### config.mk
export PLATFORM = sky130hd
export DESIGN_NAME = ide_chan_decode
export DESIGN_NICKNAME = d
export VERILOG_FILES = /design/src/rtl/ide_dec_pkg.sv /design/src/rtl/ide_win_match.sv /design/src/rtl/ide_prio_sel.sv /design/src/rtl/ide_dev_shadow.sv /design/src/rtl/ide_chan_decode.sv
export SDC_FILE = /design/constraint.sdc
export NUM_CORES = 1
export LEC_CHECK = 0
export ABC_AREA = 1
export CAP_MARGIN = 10
export CORE_MARGIN = 4
export CORE_UTILIZATION = 45
export CTS_BUF_LIST = sky130_fd_sc_hd__clkbuf_8 sky130_fd_sc_hd__clkbuf_16
export DETAILED_ROUTE_END_ITERATION = 12
export GPL_ROUTABILITY_DRIVEN = 0
export PLACE_DENSITY_LB_ADDON = 0.08
export SLEW_MARGIN = 0
export SYNTH_ARGS = -nofsm -noshare
export SYNTH_HDL_FRONTEND = slang
export SYNTH_HIERARCHICAL = 1
export SYNTH_SLANG_ARGS = --single-unit
export TNS_END_PERCENT = 10
### constraint.sdc
create_clock -name clk -period 3.7 [get_ports clk]
set_clock_uncertainty 0.15 [all_clocks]
set_input_delay 0.555 -clock clk [delete_from_list [all_inputs] [get_ports clk]]
set_output_delay 0.555 -clock clk [all_outputs]
set_load 0.02 [all_outputs]
### src/rtl/ide_dec_pkg.sv
// Package: shared types and helpers for the IDE channel address decoder.
// Assumes five windows in fixed priority order: pri cmd, pri ctl, sec cmd,
// sec ctl, bus-master.
package ide_dec_pkg;

    localparam int NUM_WIN   = 5;
    localparam int WIN_IDX_W = $clog2(NUM_WIN);

    typedef enum logic [1:0] {
        RG_NONE = 2'd0,
        RG_CMD  = 2'd1,
        RG_CTL  = 2'd2,
        RG_BM   = 2'd3
    } region_e;

    // Map a window index to its region kind.
    function automatic region_e win_region(logic [WIN_IDX_W-1:0] idx);
        case (idx)
            3'd0, 3'd2: win_region = RG_CMD;
            3'd1, 3'd3: win_region = RG_CTL;
            3'd4:       win_region = RG_BM;
            default:    win_region = RG_NONE;
        endcase
    endfunction

endpackage

### src/rtl/ide_win_match.sv
// Module: one address window made of a programmable base and a fixed size.
// It reports a hit and the offset of the address from the base.
// Assumes the base loads only on a nonzero value and resets to zero.
module ide_win_match #(
    parameter int ADDR_W = 16,
    parameter int SIZE   = 8
) (
    input  logic              clk,
    input  logic              rst_n,
    input  logic              load,
    input  logic [ADDR_W-1:0] load_val,
    input  logic [ADDR_W-1:0] addr,
    output logic              hit,
    output logic [ADDR_W-1:0] offset
);

    logic [ADDR_W-1:0] base_q;

    // Base register: a zero value is ignored.
    always_ff @(posedge clk) begin
        if (!rst_n)
            base_q <= '0;
        else if (load && (load_val != '0))
            base_q <= load_val;
    end

    // Range compare and offset generation.
    always_comb begin
        offset = addr - base_q;
        hit    = (addr >= base_q) && (offset < ADDR_W'(SIZE));
    end


    zero_base_chk: assert property (@(posedge clk) disable iff (!rst_n)
        (load && (load_val == '0)) |=> $stable(base_q));


    base_load_chk: assert property (@(posedge clk) disable iff (!rst_n)
        (load && (load_val != '0)) |=> (base_q == $past(load_val)));

endmodule

### src/rtl/ide_prio_sel.sv
// Module: fixed-priority selector over the window hits. The lowest index wins.
// Assumes hit[k] and off_in[k] come from window k.
module ide_prio_sel
    import ide_dec_pkg::*;
#(
    parameter int ADDR_W = 16
) (
    input  logic [NUM_WIN-1:0]   hit,
    input  logic [ADDR_W-1:0]    off_in [NUM_WIN],
    output logic                 any_hit,
    output logic [WIN_IDX_W-1:0] win_idx,
    output logic [ADDR_W-1:0]    sel_off
);

    // Scan from the lowest priority upward so the highest priority wins.
    always_comb begin
        any_hit = 1'b0;
        win_idx = '0;
        sel_off = '0;
        for (int k = NUM_WIN - 1; k >= 0; k--) begin
            if (hit[k]) begin
                any_hit = 1'b1;
                win_idx = WIN_IDX_W'(k);
                sel_off = off_in[k];
            end
        end
    end

endmodule

### src/rtl/ide_dev_shadow.sv
// Module: per-channel shadow of the master/slave select bit.
// The looked-up bit forwards an update made in the same cycle.
// Assumes at most one update per cycle.
module ide_dev_shadow (
    input  logic clk,
    input  logic rst_n,
    input  logic upd,
    input  logic upd_ch,
    input  logic upd_val,
    input  logic look_ch,
    output logic look_val
);

    logic [1:0] dev_q;

    // Shadow bits: reset to master, load on a snooped select write.
    always_ff @(posedge clk) begin
        if (!rst_n)
            dev_q <= 2'b00;
        else if (upd)
            dev_q[upd_ch] <= upd_val;
    end

    // Lookup with same-cycle forwarding.
    always_comb begin
        look_val = (upd && (upd_ch == look_ch)) ? upd_val : dev_q[look_ch];
    end


    shadow_hold_chk: assert property (@(posedge clk) disable iff (!rst_n)
        !upd |=> $stable(dev_q));


    shadow_load_chk: assert property (@(posedge clk) disable iff (!rst_n)
        upd |=> (dev_q[$past(upd_ch)] == $past(upd_val)) &&
                (dev_q[!$past(upd_ch)] == $past(dev_q[!upd_ch])));

endmodule

### src/rtl/ide_chan_decode.sv
// Module: top of the IDE channel address decoder.
// It decodes a request against five windows, checks the access width,
// snoops select writes, and registers the routing result for one cycle.
// Assumes one request per cycle and that req_size is the width in bytes.
module ide_chan_decode
    import ide_dec_pkg::*;
#(
    parameter int ADDR_W     = 16,
    parameter int CMD_SIZE   = 8,
    parameter int CTL_SIZE   = 4,
    parameter int BM_SIZE    = 16,
    parameter int BM_SPLIT   = 8,
    parameter int SEL_OFFSET = 6,
    parameter int DEV_BIT    = 4
) (
    input  logic              clk,
    input  logic              rst_n,
    input  logic              io_en,
    input  logic              bar_we,
    input  logic [2:0]        bar_idx,
    input  logic [ADDR_W-1:0] bar_val,
    input  logic              req_valid,
    input  logic [ADDR_W-1:0] req_addr,
    input  logic [2:0]        req_size,
    input  logic              req_write,
    input  logic [7:0]        req_wbyte,
    output logic              rsp_valid,
    output logic              rsp_err,
    output logic [ADDR_W-1:0] rsp_offset,
    output logic [1:0]        rsp_region,
    output logic              rsp_secondary,
    output logic [1:0]        rsp_drive
);

    // Size of window k in priority order.
    function automatic int win_size(int k);
        case (k)
            0, 2:    win_size = CMD_SIZE;
            1, 3:    win_size = CTL_SIZE;
            default: win_size = BM_SIZE;
        endcase
    endfunction

    logic [NUM_WIN-1:0]   win_hit;
    logic [ADDR_W-1:0]    win_off [NUM_WIN];
    logic                 any_hit;
    logic [WIN_IDX_W-1:0] win_idx;
    logic [ADDR_W-1:0]    sel_off;
    region_e              sel_region;
    logic                 sel_sec;
    logic                 size_ok;
    logic                 go;
    logic                 legal;
    logic                 snoop;
    logic                 dev_bit;

    // Window instances, one per address window.
    for (genvar k = 0; k < NUM_WIN; k++) begin : g_win
        ide_win_match #(
            .ADDR_W (ADDR_W),
            .SIZE   (win_size(k))
        ) u_win (
            .clk      (clk),
            .rst_n    (rst_n),
            .load     (bar_we && (bar_idx == 3'(k))),
            .load_val (bar_val),
            .addr     (req_addr),
            .hit      (win_hit[k]),
            .offset   (win_off[k])
        );
    end

    ide_prio_sel #(.ADDR_W(ADDR_W)) u_sel (
        .hit     (win_hit),
        .off_in  (win_off),
        .any_hit (any_hit),
        .win_idx (win_idx),
        .sel_off (sel_off)
    );

    // Region, channel, legality and snoop decode for the current request.
    always_comb begin
        sel_region = any_hit ? win_region(win_idx) : RG_NONE;
        if (sel_region == RG_BM)
            sel_sec = (sel_off >= ADDR_W'(BM_SPLIT));
        else
            sel_sec = (win_idx == 3'd2) || (win_idx == 3'd3);
        size_ok = ((req_size == 3'd1) || (req_size == 3'd2) || (req_size == 3'd4)) &&
                  !((req_size == 3'd4) && (sel_region != RG_BM));
        go      = req_valid && io_en;
        legal   = go && any_hit && size_ok;
        snoop   = legal && req_write && (sel_region == RG_CMD) &&
                  (sel_off == ADDR_W'(SEL_OFFSET));
    end

    ide_dev_shadow u_dev (
        .clk      (clk),
        .rst_n    (rst_n),
        .upd      (snoop),
        .upd_ch   (sel_sec),
        .upd_val  (req_wbyte[DEV_BIT]),
        .look_ch  (sel_sec),
        .look_val (dev_bit)
    );

    // Response register: a decoded result, an error pulse, or idle.
    always_ff @(posedge clk) begin
        if (!rst_n || !legal) begin
            rsp_valid     <= 1'b0;
            rsp_err       <= rst_n && go && !legal;
            rsp_offset    <= '0;
            rsp_region    <= RG_NONE;
            rsp_secondary <= 1'b0;
            rsp_drive     <= 2'd0;
        end else begin
            rsp_valid     <= 1'b1;
            rsp_err       <= 1'b0;
            rsp_offset    <= sel_off;
            rsp_region    <= sel_region;
            rsp_secondary <= sel_sec;
            rsp_drive     <= {sel_sec, dev_bit};
        end
    end

    logic unused_wbyte;
    assign unused_wbyte = ^req_wbyte;


    io_gate_chk: assert property (@(posedge clk) disable iff (!rst_n)
        (req_valid && !io_en) |=> (!rsp_valid && !rsp_err));


    resp_excl_chk: assert property (@(posedge clk) disable iff (!rst_n)
        !(rsp_valid && rsp_err));


    bm_split_chk: assert property (@(posedge clk) disable iff (!rst_n)
        (rsp_valid && (rsp_region == RG_BM)) |->
            (rsp_secondary == (rsp_offset >= ADDR_W'(BM_SPLIT))));


    wide_cmd_chk: assert property (@(posedge clk) disable iff (!rst_n)
        (req_valid && io_en && (req_size == 3'd4) && (sel_region != RG_BM)) |=> rsp_err);

endmodule

**Word-level counts from Yosys, hierarchy flattened**

Cells that the tools add are included.

- Register bits: 105
- Output and inout port bits: 23
- Word-level logic and storage cells: 108

- $add $sub $neg: 5
- Magnitude comparators: 13
- Equality and inequality tests: 15
- Muxes and demuxes: 25
- Reduce and logical (&&, ||, !) cells: 38

Operators with widths:

| kind | number |
|---|---|
| $ge A16 B16 Y1 | 5 |
| $mux W16 | 5 |
| $sub A16 B16 Y16 | 5 |
| $lt A16 B3 Y1 const B | 2 |
| $lt A16 B4 Y1 const B | 2 |
| $logic_and A1 B1 Y1 | 26 |
| $eq A16 B3 Y1 const B | 1 |
| $ge A16 B4 Y1 const B | 1 |
| $lt A16 B5 Y1 const B | 1 |
| $reduce_bool A16 Y1 | 1 |
| $eq A3 B2 Y1 const B | 5 |
| $mux W3 | 5 |
| $mux W1 | 11 |
| $eq A3 B1 Y1 const B | 3 |
| $eq A3 B3 Y1 const B | 3 |
| $logic_not A3 Y1 | 2 |
| $pmux W2 S3 | 1 |
| $logic_or A1 B1 Y1 | 4 |
| $reduce_or A2 Y1 | 2 |
| $logic_not A1 Y1 | 3 |
| $bwmux W2 | 1 |
| $eq A2 B1 Y1 const B | 1 |
| $eq A2 B2 Y1 const B | 1 |
| $lt A1 B2 Y1 const B | 1 |
| 4 further kinds | 4 |

**Depth between registers and ports, before layout**

Gate-level depths: netlist of the first run.

- Depth in word-level cells: 21
- Mapped depth: 36
- Mapped depth without buffers: 34

**Cells and area by module**

Netlist of the first run, hierarchy kept.

Modules (own cells, without submodules):

| module | times used | cells an instance | area each (µm²) |
|---|---|---|---|
| ide_win_match (g_win[1].u_win ...) | 2 | 310 | 1727.9 |
| ide_win_match (g_win[2].u_win) | 1 | 311 | 1779.2 |
| ide_win_match (g_win[4].u_win) | 1 | 312 | 1778.0 |
| ide_win_match (g_win[0].u_win) | 1 | 311 | 1766.7 |
| ide_chan_decode | 1 | 119 | 915.9 |
| ide_prio_sel | 1 | 202 | 902.1 |
| ide_dev_shadow | 1 | 21 | 117.6 |

**Worst setup path before layout of the first run**

OpenSTA, ideal clock, no wires.

- Kind: in2reg
- Start point: input port req_addr[0]
- End point: register rsp_drive[0]
- Library setup time: 0.112 ns
- Arrival time: 3.532 ns
- Required time: 3.438 ns
- Path slack: -0.094 ns
- Stages: 33
- Path buffers: 2
- Path through: inv_1 ha_1 fa_1 inv_1 nand2_1 nand2_1 nand3_1 nand2_1 nand2_1 nand2_1 nand3_1 nor2_1 nand4_1 nor2_1 buf_6 inv_2 buf_6 nand3_1 nand3_1 nand2_1 nand2_1 nor2_1 nand2_1 nor2_1 nand2_1 a21oi_1 inv_1 inv_1 nand3_1 nand3_1 nand2_1 inv_1 nor2_2

- Elaborated cells on any way between the ends: 64
- Those cells by class: 5 x add/sub; 11 x order compare; 8 x eq/ne; 21 x mux; 19 x reduce/logical

RTL lines:

| element | RTL line | RTL |
|---|---|---|
| start: declaration | ide_chan_decode.sv:23 | `input logic [ADDR_W-1:0] req_addr,` |
| $sub A16 B16 Y16 | ide_win_match.sv:29 | `offset = addr - base_q;` |
| $lt A16 B4 Y1 | ide_win_match.sv:30 | `hit = (addr >= base_q) && (offset < ADDR_W'(SIZE));` |
| $logic_and A1 B1 Y1 * | ide_win_match.sv:30 |  |
| net win_hit[2] | ide_chan_decode.sv:44 | `logic [NUM_WIN-1:0] win_hit;` |
| $mux W16 * (3 in series) | ide_prio_sel.sv:21 | `if (hit[k]) begin` |
| net sel_off[11] | ide_chan_decode.sv:48 | `logic [ADDR_W-1:0] sel_off;` |
| $ge A16 B4 Y1 * | ide_chan_decode.sv:85 | `sel_sec = (sel_off >= ADDR_W'(BM_SPLIT));` |
| $mux W1 * | ide_chan_decode.sv:84 | `if (sel_region == RG_BM)` |
| net sel_sec | ide_chan_decode.sv:50 | `logic sel_sec;` |
| $mux W1 (not written as such) * (2 in series) | ide_dev_shadow.sv:26 | `look_val = (upd && (upd_ch == look_ch)) ? upd_val : dev_q[look_ch];` |
| $mux W1 * | ide_dev_shadow.sv:26 |  |
| net dev_bit | ide_chan_decode.sv:55 | `logic dev_bit;` |
| end signal: assignment | ide_chan_decode.sv:121 | `rsp_drive <= {sel_sec, dev_bit};` |
| end: declaration | ide_chan_decode.sv:32 | `output logic [1:0] rsp_drive` |

Mark *: on every way through the listed nets, which the timed path passes. The rest lies on a longest branch. The select of a mux whose other input is x is not followed.
A chain may end at the register's enable or synchronous reset.

==> results of run 1 <==
## report_power, final
part,internal [mW],switching [mW],leakage [nW],total (mW)
registers,1.15,0.00989,0.845,1.16
logic,0.912,1.12,7.51,2.03
clock network,0.467,0.522,0.143,0.989
## kinds of logic after synthesis
logic type / Yosys count / synth area share (%)
AND/OR/NAND/NOR: 968 / 39.6
buffers and inverters: 464 / 17.0
AO/OA/AOI/OAI: 266 / 12.9
flip-flops: 104 / 19.4
adder cells (fa/ha/maj): 85 / 10.3
XOR/XNOR: 9 / 0.736
## through the flow
step                area (um^2)  utilization (%)
floorplan                 10700                -
global placement          14000             59.7
detailed placement        14000             59.7
CTS                       15800             67.4
global route              17200             73.2
finish                    17200             73.2
## worst max-delay path by stage
stage / start / to / slack, ns / cells past startpoint
final: req_addr[8] / rsp_drive[0] / -0.26 / 33
after floorplan: req_addr[0] / rsp_drive[0] / 0.008 / 27
after global placement: req_addr[0] / rsp_drive[0] / -1.03 / 36
after CTS: req_addr[2] / rsp_drive[0] / -0.15 / 34
after global routing: req_addr[5] / rsp_drive[0] / -0.50 / 33
after detailed placement: req_addr[0] / rsp_drive[0] / -1.05 / 36
## layout make-up
class,count,area (um^2)
well taps,319,399
clock inverters,7,55.1
diodes,1,2.50
multi-input cells,1330,8850
fillers,1858,6300
flip-flops and latches,104,2090
clock buffers,9,225
repair buffers,428,3960
inverters,425,1600
## registers in the layout, summed over array words and instances, names as in the netlist
name / count
rsp_region: 2
rsp_drive: 1
rsp_err: 1
rsp_offset: 16
rsp_valid: 1
u_dev/dev_q: 2
g_win.u_win/base_q: 80
rsp_secondary: 1
## routing by layer
metal	global-route usage, %	vias up	routed length, um
met4	15.1	0	2690
met2	52.4	652	21100
met5	0	-	0
li1	-	6737	-
met1	40.0	6369	18200
met3	4.77	185	3880
## worst max-delay path, delay by kind of cell
kind	cells	cell delay (ns)
and+or+nand+nor	20	1.73
buffers and inverters	9	1.10
AOI/OAI and AO/OA	3	0.48
adders and majority gates	1	0.24
## timing repair
item                       CTS  global route
resized for setup          222           323
hold endpoints to repair     0             0
setup buffers               33            26
hold buffers                 0             0
gates cloned                 4             7
pin swaps                   55           192
setup endpoints to repair   24            24
## placed cells by master (no fill, tap or decap), types with 7 or more instances in the layout
cell type	n
inv_2	41
nor4_1	20
nand4_1	30
clkbuf_2	7
nand3b_1	18
nor2_2	63
a21oi_4	11
buf_4	304
o21ai_0	85
nand2_2	155
inv_1	382
nand3_1	94
a21oi_2	40
buf_6	17
nor2_1	58
clkbuf_16	14
ha_4	60
clkdlybuf4s50_1	51
nor2_4	20
buf_12	30
nand3_2	45
a21oi_1	116
ha_2	8
nand2_4	22
dfxtp_1	101
nand2_1	424
ha_1	12
==> impl_results.md, run 1 <==
* Core area at approximately 23000 um^2
* Drt wl/cell at approximately 17 um
* WP data required at about 3.9 ns
* H-tree depth at 3
* Die height at 162 um
* Async S/R FF share, synth at 0%
* Ys flop type: dfxtp_1
* Starting Density at approximately 46%
* Synth top cells by count: nand2_1, inv_1, a21oi_1
* Cell count after placement at roughly 2500
* RSZ-0062 raised after global routing: yes
* Non-filler cells, final at around 2600
* Distinct cell type count after synthesis at 39
* Power, Total at around 4.2 mW
* Largest area contributor in the netlist: nand2_1
* Routed Antenna Nets at 0
* Root Driver: clkbuf_16
* Setup TNS Final at -0.813 ns
* TritonRoute pass-1 iters at 7
* Nature of the critical path endpoint: flip-flop
* WHS Path Cells at 2
* Site Rows at 56
* Yosys top cell area share at approximately a fifth
* Mapped Avg Cell Area at 5.65 um^2
* Largest net degree at the start of global routing at 39
* Reg-to-Reg End: rsp_drive[0]
* Detailed Place HPWL at around 32000 um
* Final WS setup at -0.257 ns
* Hold Crit Start: g_win[0].u_win/base_q[15]
* CTS Buf Count at 9
* Final worst-path cycle share at 107%
* Vias in the first global route at between 10000 and 15000
* First-pass GRT wire length at 65600 um
* Register area share after synthesis at 19.4%
* Status: finished, violations left
* Setup CP Type: in2reg
* Grt total ovfl at 0
* Slew HR at between 50% and 60%
* CTS tree: built
* Crit Path Max Fanout at 7
* Pins Over Slew Limit at 0
* Worst-Margin Slew at 0.742 ns
* Leakage at between 8 and 9 nW
* Max stage delay on crit path at approximately 0.24 ns
* CTS sink cnt at approximately 100
* Initial antenna violation count at 2
* Area Overhead vs Synth at 60.3%
* Synth Net Count at a little over 2000
* DRC at 0
* CTS max path bufs at 2
* Die Area at ~26000 um^2
* Synth top area cells: nand2_1, dfxtp_1, inv_1, ha_1, a21oi_1
* Reg2Reg Depth at 33
* Die width at approximately 160 um
* Largest vdd supply drop at about 190 uV
* Io pins at 75
* Yosys warnings at 6
* Fin Hold WS at between 0.3 and 0.4 ns
* Pwr dens at 243 nW/um^2
* Number of synthesized flops with an enable pin at 0
* Final setup viols at 5
* Final Hold Viols at 0
* CP dominant cell by count: nand2_1
* Number of port buffers at 67
* Ratio of cells with drive above 1 in the final layout at around two fifths
* R2R Setup Slk at -0.25 ns
* HP Class: reg2reg
* Worst-path clk slew at about 0.090 ns
* Failing checks: negative setup slack
* Final Critical Period at ~4 ns
* Mapped cell area at 10700 um^2
* Synthesized flop and latch total at 104
* Pre-CTS setup slack at -1.05 ns
* Final WL at roughly 46000 um
* Startpoint types: input port
* Top-count cell post-synth: nand2_1
* Iter 0 DRT Violations at ~1400
* Critical R2R Launch: g_win[2].u_win/base_q[0]
* Hold EP: g_win[0].u_win/base_q[15]
* Mapped Cells at approximately 1900
* Nets at ~2400
* FMAX at about 250 MHz
* Arrival time of the worst setup path at slightly above 4 ns
* Slowest CP cell: ha_4
* Vias per cell at between 5 and 6
* Clock Latency Late Sink at between 0.3 and 0.4 ns
* MaxCap Viol Count at 0
* Total global-route track usage at approximately a third
* Routed via count at around 14000
(Power assumes the default switching activity.)
==> inputs of run 2 (changes only) <==
--- a/config.mk
+++ b/config.mk
@@ -12,7 +12,7 @@
 export CTS_BUF_LIST = sky130_fd_sc_hd__clkbuf_8 sky130_fd_sc_hd__clkbuf_16
 export DETAILED_ROUTE_END_ITERATION = 12
 export GPL_ROUTABILITY_DRIVEN = 0
-export PLACE_DENSITY_LB_ADDON = 0.08
+export PLACE_DENSITY = 0.65
 export SLEW_MARGIN = 0
 export SYNTH_ARGS = -nofsm -noshare
 export SYNTH_HDL_FRONTEND = slang
==> impl_results.md, run 2 (synthesis results as in run 1) <==
* Status: finished, violations left
* Failing checks: negative setup slack
* Max reg flops at 80
* Critical R2R Launch: g_win[3].u_win/base_q[1]
* Crit Path Max Fanout at 17
* WP data required at approximately 3.9 ns
* Worst-path clk slew at about 0.080 ns
* Final Hold Viols at 0
* H-tree depth at 3
* Largest vdd supply drop at ~200 uV
* Io pins at 75
* TritonRoute pass-1 iters at 6
* Pins Over Slew Limit at 0
* Site Rows at 56
* Largest regs: g_win.u_win/base_q (80), rsp_offset (16)
* CTS max path bufs at 2
* Vias in the first global route at approximately 12000
* Worst Setup SP: req_addr[9]
* MaxCap Viol Count at 0
* HP Class: reg2reg
* Final Critical Period at 3.95 ns
* FMAX at 253 MHz
* CP dominant cell by count: inv_1
* Vias per cell at between 5 and 6
* Hold Crit Start: g_win[4].u_win/base_q[15]
* Pwr dens at about 250 nW/um^2
* Worst-Margin Slew at roughly 1.1 ns
* Routed via count at approximately 14000
* # hold bufs at CTS at 0
* Setup CP Type: in2reg
* Largest net degree at the start of global routing at 54
* Hold EP: g_win[4].u_win/base_q[15]
* Most frequent cells in the layout: nand2_1, inv_1, buf_4, nand2_2, a21oi_1
* Die width at roughly 160 um
* Final instance area at about 16000 um^2
* Slowest CP cell: buf_6
* RSZ-0062 raised after global routing: yes
* Total global-route track usage at 30.4%
* Area Overhead vs Synth at 52.9%
* Slew HR at 26.3%
* Clock Latency Late Sink at ~0.37 ns
* Root Driver: clkbuf_16
* Final WS setup at -0.247 ns
* Final worst-path cycle share at 107%
* Fill cells at 1985
* Startpoint types: input port
* Drt wl/cell at ~17 um
* Arrival time of the worst setup path at 4.11 ns
* Max stage delay on crit path at between 0.2 and 0.3 ns
* Reg-to-Reg End: rsp_drive[0]
* Iter 0 DRT Violations at between 1000 and 1500
* Final setup viols at 22
* # diodes at 0
* R2R Setup Slk at -0.13 ns
* Ratio of cells with drive above 1 in the final layout at between 30% and 40%
* Die height at 162 um
* WHS Path Cells at 2
* CTS sink cnt at ~100
* Reg2Reg Depth at 28
* Fin Hold WS at about 0.31 ns
* Routed Antenna Nets at 0
* Nature of the critical path endpoint: flip-flop
* Nets at approximately 2400
* Core area at between 20000 and 25000 um^2
* First-pass GRT wire length at 63500 um
* Most flops, register: g_win.u_win/base_q
* Initial antenna violation count at 0
* Commonest non-fill, non-tap cell in the layout: nand2_1
* Number of port buffers at between 60 and 70
* Die Area at 26300 um^2
* DRC at 0
* Leakage at between 8 and 9 nW
* CTS Buf Count at 9
* Detailed Place HPWL at approximately 31000 um
* Pre-CTS setup slack at -1.11 ns
* CTS tree: built
* Grt total ovfl at 0
* Starting Density at a little under half
* Final WL at 44200 um
* Post-DP Area at about 14000 um^2
## run 2: cell types whose count changed in the layout (fill, tap and decap cells not counted), sizes merged
cell           before  now
buf               359  319
clkbuf             21   18
clkdlybuf4s15       4    1
clkdlybuf4s50      51   50
clkinv              4    5
diode               1    0
dlygate4sd2         2    0
dlymetal6s2s        0    8
inv               427  426
## run 2: how the worst max path moves through the flow
stage	end	slack, ns	cells past startpoint
6_report	rsp_drive[0]	-0.25	30
4_1_cts	rsp_drive[0]	-0.34	34
3_5_place_dp	rsp_drive[0]	-1.11	34
5_1_grt	rsp_drive[0]	-0.43	31
3_3_place_gp	rsp_drive[0]	-0.96	35
2_1_floorplan	rsp_drive[0]	0.008	27
## run 2: area by class of cell
type / instances / area (um^2) / area share [%]
Multi-Input combinational cell: 1330 / 8510 / 52.0
Clock inverter: 7 / 62.6 / 0.382
Inverter: 425 / 1600 / 9.78
Tap cell: 319 / 399 / 2.44
Sequential cell: 104 / 2080 / 12.7
Clock buffer: 9 / 225 / 1.37
Timing Repair Buffer: 387 / 3500 / 21.4
## run 2: timing repair
item / CTS / global route
endpoints found under the hold margin: 0 / 0
pin swaps: 21 / 123
setup buffers: 9 / 23
resized for setup: 94 / 369
cloned: 5 / 6
setup endpoints to repair: 24 / 24
## run 2: worst max-delay path, delay by kind of cell
| family | cells | cell delay (ns) |
|---|---|---|
| simple gates | 16 | 1.62 |
| buf+inv | 11 | 1.31 |
| compound gates | 2 | 0.31 |
| fa+ha+maj | 1 | 0.27 |
## run 2: routing by layer
metal / share of wire [%] / vias to the layer above / global-route usage (%)
met1: 40 / 6301 / 39.5
li1: - / 6646 / -
met3: 8.3 / 185 / 5.10
met4: 6.3 / 0 / 15.2
met5: 0 / - / 0
met2: 45 / 657 / 48.9
## run 2: stage by stage
stage	total power, mW	utilization [%]	TNS, ns	instances
2_1_floorplan	1.98	-	0	1896
3_3_place_gp	2.70	59.0	-17.04	2523
3_5_place_dp	2.72	59.0	-19.68	2523
4_1_cts	3.75	62.8	-3.43	2553
5_1_grt	4.26	69.8	-4.63	2581
6_report	4.04	69.8	-1.11	2581
## run 2: power by group
part	switching [mW]	leakage [nW]	internal, mW
Combinational	1.07	7.20	0.837
Clock	0.504	0.144	0.473
Sequential	0.00963	0.844	1.15
Total	1.58	8.18	2.46
